===== src/rtl/hn_pkg.sv =====
// Package: shared encodings of the home-node exclusive-request handler.
// Assumes: directory state and command encodings are fixed by the
// surrounding directory storage and request network.
package hn_pkg;

    typedef enum logic [1:0] {
        DIR_INVALID = 2'd0,
        DIR_SHARED  = 2'd1,
        DIR_EXCL    = 2'd2,
        DIR_STALE   = 2'd3
    } dir_state_e;

    typedef enum logic {
        CMD_READ  = 1'b0,
        CMD_RDMOD = 1'b1
    } cmd_e;

    typedef enum logic [1:0] {
        CTL_SCAN  = 2'd0,
        CTL_INVAL = 2'd1,
        CTL_GRANT = 2'd2
    } ctl_state_e;

    typedef enum logic {
        TRK_NONE   = 1'b0,
        TRK_ACTIVE = 1'b1
    } trk_state_e;

endpackage


===== src/rtl/hn_req_fifo.sv =====
// Module: per-address request FIFO.
// Holds the queued requests of one line address in arrival order and
// exposes only the head entry.
// Assumes: push is never asserted while full and pop never while empty
// (the top gates both).
module hn_req_fifo #(
    parameter int DEPTH = 16,
    parameter int W     = 4
) (
    input  logic         clk,
    input  logic         rst_n,
    input  logic         push,
    input  logic [W-1:0] din,
    input  logic         pop,
    output logic [W-1:0] dout,
    output logic         empty,
    output logic         full
);
    localparam int PTRW = (DEPTH > 1) ? $clog2(DEPTH) : 1;
    localparam int CNTW = $clog2(DEPTH + 1);

    logic [W-1:0]    mem_q [DEPTH];
    logic [PTRW-1:0] rd_q, wr_q;
    logic [CNTW-1:0] cnt_q;

    // Next pointer value with wrap at DEPTH-1.
    function automatic logic [PTRW-1:0] ptr_inc(input logic [PTRW-1:0] p);
        return (p == PTRW'(DEPTH - 1)) ? '0 : p + PTRW'(1);
    endfunction

    // Storage write on push.
    always_ff @(posedge clk) begin
        if (push) begin
            mem_q[wr_q] <= din;
        end
    end

    // Pointer and occupancy bookkeeping.
    always_ff @(posedge clk) begin
        if (!rst_n) begin
            rd_q  <= '0;
            wr_q  <= '0;
            cnt_q <= '0;
        end else begin
            if (push) wr_q <= ptr_inc(wr_q);
            if (pop)  rd_q <= ptr_inc(rd_q);
            case ({push, pop})
                2'b10:   cnt_q <= cnt_q + CNTW'(1);
                2'b01:   cnt_q <= cnt_q - CNTW'(1);
                default: cnt_q <= cnt_q;
            endcase
        end
    end

    // Head and status outputs.
    always_comb begin
        dout  = mem_q[rd_q];
        empty = (cnt_q == '0);
        full  = (cnt_q == CNTW'(DEPTH));
    end

    // the top never pushes into a full queue.
    a_r2_push_not_full: assert property (@(posedge clk) disable iff (!rst_n)
        push |-> !full);

    // a retire only pops a queue that holds a request.
    a_r8_pop_not_empty: assert property (@(posedge clk) disable iff (!rst_n)
        pop |-> !empty);

endmodule


===== src/rtl/hn_target_sel.sv =====
// Module: target-vector helper.
// Gives the lowest set bit of a vector, the vector with that bit
// cleared, and the population count.
// Assumes: purely combinational; N >= 2.
module hn_target_sel #(
    parameter int N  = 8,
    parameter int IW = $clog2(N),
    parameter int CW = $clog2(N + 1)
) (
    input  logic [N-1:0]  vec,
    output logic          any,
    output logic [IW-1:0] low_idx,
    output logic [N-1:0]  rest,
    output logic [CW-1:0] pop
);
    // Priority encoder: the lowest set bit wins.
    always_comb begin
        low_idx = '0;
        for (int i = N - 1; i >= 0; i--) begin
            if (vec[i]) low_idx = IW'(i);
        end
    end

    // Clears the lowest set bit.
    always_comb begin
        rest = vec & (vec - N'(1));
        any  = |vec;
    end

    // Population count of the vector.
    always_comb begin
        pop = '0;
        for (int i = 0; i < N; i++) begin
            pop = pop + CW'(vec[i]);
        end
    end

endmodule


===== src/rtl/hn_home_excl.sv =====
// Module: home-node exclusive-ownership handler (top).
// Queues requests per line address and scans the heads. For an
// exclusive request on a Shared line whose data is in memory, it sends
// invalidates to the other sharers, then a counted grant together with
// a directory write, and retires the request.
// Assumes: dir_state_i, dir_owners_i and probe_mem_i describe
// look_addr_o in the same cycle; NUM_ADDR >= 2, NUM_PROC >= 2.
module hn_home_excl #(
    parameter int NUM_PROC = 8,
    parameter int NUM_ADDR = 4,
    parameter int QDEPTH   = 16,
    parameter int HOME_ID  = 0,
    parameter int AW       = $clog2(NUM_ADDR),
    parameter int PW       = $clog2(NUM_PROC),
    parameter int CW       = $clog2(NUM_PROC + 1)
) (
    input  logic                clk,
    input  logic                rst_n,
    input  logic                req_valid_i,
    input  logic [AW-1:0]       req_addr_i,
    input  logic [PW-1:0]       req_pid_i,
    input  logic                req_cmd_i,
    output logic                req_ready_o,
    output logic [AW-1:0]       look_addr_o,
    input  logic [1:0]          dir_state_i,
    input  logic [NUM_PROC-1:0] dir_owners_i,
    input  logic                probe_mem_i,
    output logic                inv_valid_o,
    output logic [PW-1:0]       inv_dest_o,
    output logic                grant_valid_o,
    output logic [PW-1:0]       grant_dest_o,
    output logic [CW-1:0]       grant_count_o,
    output logic                dir_wr_o,
    output logic [AW-1:0]       dir_wr_addr_o,
    output logic [1:0]          dir_wr_state_o,
    output logic [NUM_PROC-1:0] dir_wr_owners_o,
    output logic                retire_valid_o,
    output logic [AW-1:0]       retire_addr_o
);
    import hn_pkg::*;

    localparam int EW = PW + 1;  // queue entry: {cmd, pid}

    // Queue signals, one set per line address.
    logic [NUM_ADDR-1:0] push_v, pop_v, empty_v, full_v;
    logic [EW-1:0]       head_v [NUM_ADDR];

    // Control state.
    ctl_state_e          st_q;
    logic [AW-1:0]       scan_q, cur_addr_q;
    logic [PW-1:0]       cur_pid_q;
    logic [NUM_PROC-1:0] remain_q;
    logic [CW-1:0]       count_q;
    trk_state_e          trk_q [NUM_ADDR];

    // Head of the scanned queue.
    logic                head_valid, head_cmd, accept;
    logic [PW-1:0]       head_pid;
    logic [NUM_PROC-1:0] req_bit, targets_new;

    // Helper outputs.
    logic                new_any, rem_any;
    logic [PW-1:0]       new_low_unused, rem_low;
    logic [NUM_PROC-1:0] new_rest_unused, rem_rest;
    logic [CW-1:0]       new_pop, rem_pop_unused;

    // One request FIFO per line address.
    for (genvar a = 0; a < NUM_ADDR; a++) begin : g_q
        hn_req_fifo #(.DEPTH(QDEPTH), .W(EW)) u_fifo (
            .clk   (clk),
            .rst_n (rst_n),
            .push  (push_v[a]),
            .din   ({req_cmd_i, req_pid_i}),
            .pop   (pop_v[a]),
            .dout  (head_v[a]),
            .empty (empty_v[a]),
            .full  (full_v[a])
        );
        // Steers an accepted request into its address queue.
        always_comb push_v[a] = req_valid_i && req_ready_o && (req_addr_i == AW'(a));
        // Pops the queue whose transaction is retiring.
        always_comb pop_v[a]  = (st_q == CTL_GRANT) && (cur_addr_q == AW'(a));
    end

    // Back-pressure for the addressed queue.
    always_comb req_ready_o = !full_v[req_addr_i];

    // Address presented to the directory and probe logic.
    always_comb look_addr_o = (st_q == CTL_SCAN) ? scan_q : cur_addr_q;

    // Decodes the scanned head and tests the three preconditions.
    always_comb begin
        head_valid  = !empty_v[scan_q];
        head_cmd    = head_v[scan_q][EW-1];
        head_pid    = head_v[scan_q][PW-1:0];
        req_bit     = NUM_PROC'(1) << head_pid;
        targets_new = dir_owners_i & ~req_bit;
        accept      = (st_q == CTL_SCAN) && head_valid
                      && (head_cmd == CMD_RDMOD)
                      && (dir_state_i == DIR_SHARED)
                      && probe_mem_i;
    end

    // Counts the targets of a newly accepted request.
    hn_target_sel #(.N(NUM_PROC), .IW(PW), .CW(CW)) u_new_sel (
        .vec     (targets_new),
        .any     (new_any),
        .low_idx (new_low_unused),
        .rest    (new_rest_unused),
        .pop     (new_pop)
    );

    // Picks the next invalidate destination from the remaining targets.
    hn_target_sel #(.N(NUM_PROC), .IW(PW), .CW(CW)) u_rem_sel (
        .vec     (remain_q),
        .any     (rem_any),
        .low_idx (rem_low),
        .rest    (rem_rest),
        .pop     (rem_pop_unused)
    );

    // Next scan address with wrap.
    function automatic logic [AW-1:0] addr_inc(input logic [AW-1:0] a);
        return (a == AW'(NUM_ADDR - 1)) ? '0 : a + AW'(1);
    endfunction

    // Transaction sequencer: scan, invalidate, grant.
    always_ff @(posedge clk) begin
        if (!rst_n) begin
            st_q       <= CTL_SCAN;
            scan_q     <= '0;
            cur_addr_q <= '0;
            cur_pid_q  <= '0;
            remain_q   <= '0;
            count_q    <= '0;
        end else begin
            case (st_q)
                CTL_SCAN: begin
                    if (accept) begin
                        cur_addr_q <= scan_q;
                        cur_pid_q  <= head_pid;
                        remain_q   <= targets_new;
                        count_q    <= new_pop;
                        st_q       <= new_any ? CTL_INVAL : CTL_GRANT;
                    end else begin
                        scan_q <= addr_inc(scan_q);
                    end
                end
                CTL_INVAL: begin
                    remain_q <= rem_rest;
                    if (rem_rest == '0) st_q <= CTL_GRANT;
                end
                default: begin
                    st_q   <= CTL_SCAN;
                    scan_q <= addr_inc(cur_addr_q);
                end
            endcase
        end
    end

    // Per-address tracking entry: active while its head is in flight.
    always_ff @(posedge clk) begin
        if (!rst_n) begin
            for (int a = 0; a < NUM_ADDR; a++) trk_q[a] <= TRK_NONE;
        end else begin
            if (accept)             trk_q[scan_q]     <= TRK_ACTIVE;
            if (st_q == CTL_GRANT)  trk_q[cur_addr_q] <= TRK_NONE;
        end
    end

    // Message, directory-write and retire outputs.
    always_comb begin
        inv_valid_o     = (st_q == CTL_INVAL) && rem_any;
        inv_dest_o      = rem_low;
        grant_valid_o   = (st_q == CTL_GRANT);
        grant_dest_o    = cur_pid_q;
        grant_count_o   = count_q;
        dir_wr_o        = (st_q == CTL_GRANT);
        dir_wr_addr_o   = cur_addr_q;
        dir_wr_owners_o = NUM_PROC'(1) << cur_pid_q;
        dir_wr_state_o  = (cur_pid_q == PW'(HOME_ID)) ? DIR_STALE : DIR_EXCL;
        retire_valid_o  = (st_q == CTL_GRANT);
        retire_addr_o   = cur_addr_q;
    end

    // Checker counter: invalidates sent for the current transaction.
    logic [CW-1:0] inv_sent_q;
    always_ff @(posedge clk) begin
        if (!rst_n)           inv_sent_q <= '0;
        else if (accept)      inv_sent_q <= '0;
        else if (inv_valid_o) inv_sent_q <= inv_sent_q + CW'(1);
    end

    // a scan that sees a non-Shared line does not start a transaction.
    a_r3_needs_shared: assert property (@(posedge clk) disable iff (!rst_n)
        (st_q == CTL_SCAN && dir_state_i != DIR_SHARED) |=> (st_q == CTL_SCAN));

    // the requester is never invalidated.
    a_r4_inv_not_requester: assert property (@(posedge clk) disable iff (!rst_n)
        inv_valid_o |-> (inv_dest_o != grant_dest_o));

    // invalidates and grant never share a cycle.
    a_r4_inv_grant_apart: assert property (@(posedge clk) disable iff (!rst_n)
        !(inv_valid_o && grant_valid_o));

    // the grant count equals the invalidates actually sent.
    a_r5_count_matches: assert property (@(posedge clk) disable iff (!rst_n)
        grant_valid_o |-> (grant_count_o == inv_sent_q));

    // the grant follows the last invalidate directly.
    a_r5_grant_follows_last: assert property (@(posedge clk) disable iff (!rst_n)
        (inv_valid_o && $countones(remain_q) == 1) |=> grant_valid_o);

    // an Exclusive write names exactly the granted processor.
    a_r6_excl_single_owner: assert property (@(posedge clk) disable iff (!rst_n)
        (dir_wr_o && dir_wr_state_o == DIR_EXCL) |->
            ($onehot0(dir_wr_owners_o) && grant_dest_o != PW'(HOME_ID)));

    // a Stale write only happens for the home node.
    a_r7_stale_only_home: assert property (@(posedge clk) disable iff (!rst_n)
        (dir_wr_o && dir_wr_state_o == DIR_STALE) |-> (grant_dest_o == PW'(HOME_ID)));

    // a line is never accepted twice while its entry is active.
    a_r8_trk_idle_on_accept: assert property (@(posedge clk) disable iff (!rst_n)
        accept |-> (trk_q[scan_q] == TRK_NONE));

endmodule


===== config.mk =====
export PLATFORM = sky130hd
export DESIGN_NAME = hn_home_excl
export DESIGN_NICKNAME = d
export VERILOG_FILES = /design/src/rtl/hn_pkg.sv /design/src/rtl/hn_req_fifo.sv /design/src/rtl/hn_target_sel.sv /design/src/rtl/hn_home_excl.sv
export SDC_FILE = /design/constraint.sdc
export NUM_CORES = 1
export LEC_CHECK = 0
export ABC_CLOCK_PERIOD_IN_PS = 6200
export BUFFER_PORTS_ARGS = -buffer_cell sky130_fd_sc_hd__buf_2
export CAP_MARGIN = 10
export CORE_MARGIN = 4
export CORE_UTILIZATION = 62
export DETAILED_ROUTE_END_ITERATION = 10
export GPL_ROUTABILITY_DRIVEN = 1
export PLACE_DENSITY = 0.9
export SLEW_MARGIN = 0
export SYNTH_ARGS = -nofsm -noshare
export SYNTH_HDL_FRONTEND = slang
export SYNTH_HIERARCHICAL = 1
export SYNTH_SLANG_ARGS = --single-unit
export TNS_END_PERCENT = 50

===== constraint.sdc =====
create_clock -name clk -period 6.2 [get_ports clk]
set_clock_uncertainty 0.05 [all_clocks]
set_input_delay 0.62 -clock clk [delete_from_list [all_inputs] [get_ports clk]]
set_output_delay 0.62 -clock clk [all_outputs]
set_load 0.005 [all_outputs]

==> impl_metrics.py <==
metrics = {
    "grt": {
        "antenna_found_initial": 0,
        "use_met2": 0.400,
        "grt_pass1_vias": 9524,
        "use_met1": 0.322,
        "overflow": 0,
        "use_met3": 0.0423,
        "track_usage": 0.239,
        "grt_max_degree": 65,
        "grt_pass1_wl_um": 53400,
        "top_usage_layer": "met2",
    },
    "power_and_ir_drop": {
        "p_clk_frac": 0.423,
        "ir_drop_mv": 0.272,
        "swShare": 0.222,
        "seqPwrFrac": 0.514,
        "p_comb_frac": 0.063,
        "intPower_mw": 3.82,
        "switching_power_mw": 1.09,
        "leakagePower_nw": 6.17,
        "powerDensity_nw_per_um2": 284,
    },
    "cts": {
        "postCtsHoldBufs": 0,
        "clock-sinks": 345,
        "cts_resized": 0,
        "htree_levels": 2,
        "post-cts-setup-buffers": 0,
        "cts_tree": "yes",
        "ctsRootBufferMaster": "clkbuf_16",
        "clockBufferDepth": 3,
        "clk_pin_slew_ns": 0.07,
        "insertion_delay_ns": 0.52,
        "cts_buffers": 35,
    },
    "die": {
        "rows": 58,
        "initial_utilization": 0.629,
        "core_region_area_sq_um": 25200,
        "die_w_um": 168,
        "ios": 51,
        "die_h_um": 168,
        "die-area_sq_um": 28200,
    },
    "sta": {
        "maxSlewViolCount": 0,
        "setup_tns_ns": 0,
        "slew_headroom": 0.150,
        "period_minus_slack_ns": 5.28,
        "hold_viol_final": 0,
        "fin_crit_sh": 0.851,
        "rsz0062_at_grt": "no",
        "worstMarginPinSlew_ns": 1.27,
        "setup_violations": 0,
        "max_freq_ghz": 0.189,
    },
    "routing": {
        "wl_per_cell_um": 22.3,
        "drtIter0Drc": 1211,
        "postRouteAntennaNets": 0,
        "first_pass_iters": 6,
        "routed_wirelength_um": 33600,
        "route.detailed.drc": 0,
        "via_per_inst": 6.43,
        "vias": 9669,
    },
    "hold_path": {
        "hp-class": "flop to flop",
    },
    "logic_synthesis": {
        "syn_inst": 1112,
        "syn_area_per_cell_sq_um": 14.3,
        "syn_area_sq_um": 15800,
        "ys_warn_count": 6,
        "syn_nets": 1181,
    },
    "place": {
        "dp.cells": 1442,
        "dp_hpwl_um": 21100,
        "place.gp.congestion": 0.885,
        "io_buffers": 49,
    },
    "job": {
        "maxCapViolCount": 0,
    },
    "cells_and_area": {
        "mostFrequentLayoutCells": "256 x edfxtp_1, 93 x and2_1, 89 x dfxtp_1, 71 x nand2_1, 65 x mux4_1",
        "drive_gt1_frac": 0.105,
        "final_common_cell": "edfxtp_1",
        "num-nets-final": 1218,
        "antenna_cells": 0,
        "area_delta_synth_final_pct": 9.18,
        "fin_cells": 1504,
    },
    "critical_path": {
        "arrival_ns": 5.67,
        "critPathLaunchType": "flop",
        "crit_type": "flop to flop",
        "rrSetupSlack_ns": 0.92,
        "endpoint_kind": "flop",
        "cp_max_fo": 16,
        "worstPathRequired_ns": 6.59,
    },
    "outcome": {
        "status": "completed",
    },
}
final timing paths:
path                           end  cells after the start        startpoint
setup / recovery  grant_count_o[2]                     15              flop
hold / removal    grant_count_o[0]                      2  grant_count_o[0]
setup reg to reg  grant_count_o[2]                     15              flop
hold reg to reg   grant_count_o[0]                      2  grant_count_o[0]
cell type report:
class | instances | area (sq um)
Tap cell | 330 | 413
Timing Repair Buffer | 54 | 283
Inverter | 47 | 176
Clock buffer | 42 | 973
Fill cell | 1527 | 7880
Clock inverter | 20 | 164
Sequential cell | 345 | 9470
Multi-Input combinational cell | 666 | 5830
power groups by stage:
stage	logic, mW	registers [mW]	clock network (mW)
3_5_place_dp	0.300	2.57	0
4_1_cts	0.305	2.53	2.10
5_1_grt	0.342	2.53	2.22
2_1_floorplan	0.210	2.56	0
6_report	0.307	2.53	2.08
3_3_place_gp	0.282	2.57	0
routing by layer:
layer,wire length [um],vias to the layer above,share of wire
li1,-,4344,-
met1,13300,4767,0.40
met2,16800,460,0.50
met3,2430,98,0.072
met4,1060,0,0.032
met5,0,-,0
state kept, by name, indices dropped and copies added (netlist names), named ones only:
name	flops
g_q.u_fifo/mem_q	256
g_q.u_fifo/cnt_q	20
g_q.u_fifo/rd_q	16
g_q.u_fifo/wr_q	16
remain_q	8
grant_count_o	4
grant_dest_o	3
dir_wr_addr_o	2
scan_q	2
st_q	2
critical path: stages (launching register included):
cell and delay (ns):
dfxtp_1 0.93, mux4_1 0.69, a22oi_1 0.24, nand2_1 0.10
mux4_1 0.63, o31a_1 0.43, fa_1 0.56, inv_1 0.05
fa_1 0.43, inv_1 0.06, ha_1 0.16, inv_1 0.07
fa_1 0.45, xnor2_1 0.14, nand2_1 0.06, a21oi_1 0.13
metrics by stage:
stage               cell area, sq um  setup slack (ns)  hold slack [ns]  utilization  power (mW)
floorplan                      15800              1.81            0.403            -        2.77
global placement               16200              1.13            0.392        0.642        2.85
detailed placement             16200             0.986            0.401        0.642        2.88
CTS                            17300             0.940            0.411        0.687        4.93
global route                   17300             0.688            0.424        0.687        5.09
finish                         17300             0.923            0.411        0.687        4.91
No activity file was read; power rests on OpenSTA's default activity.
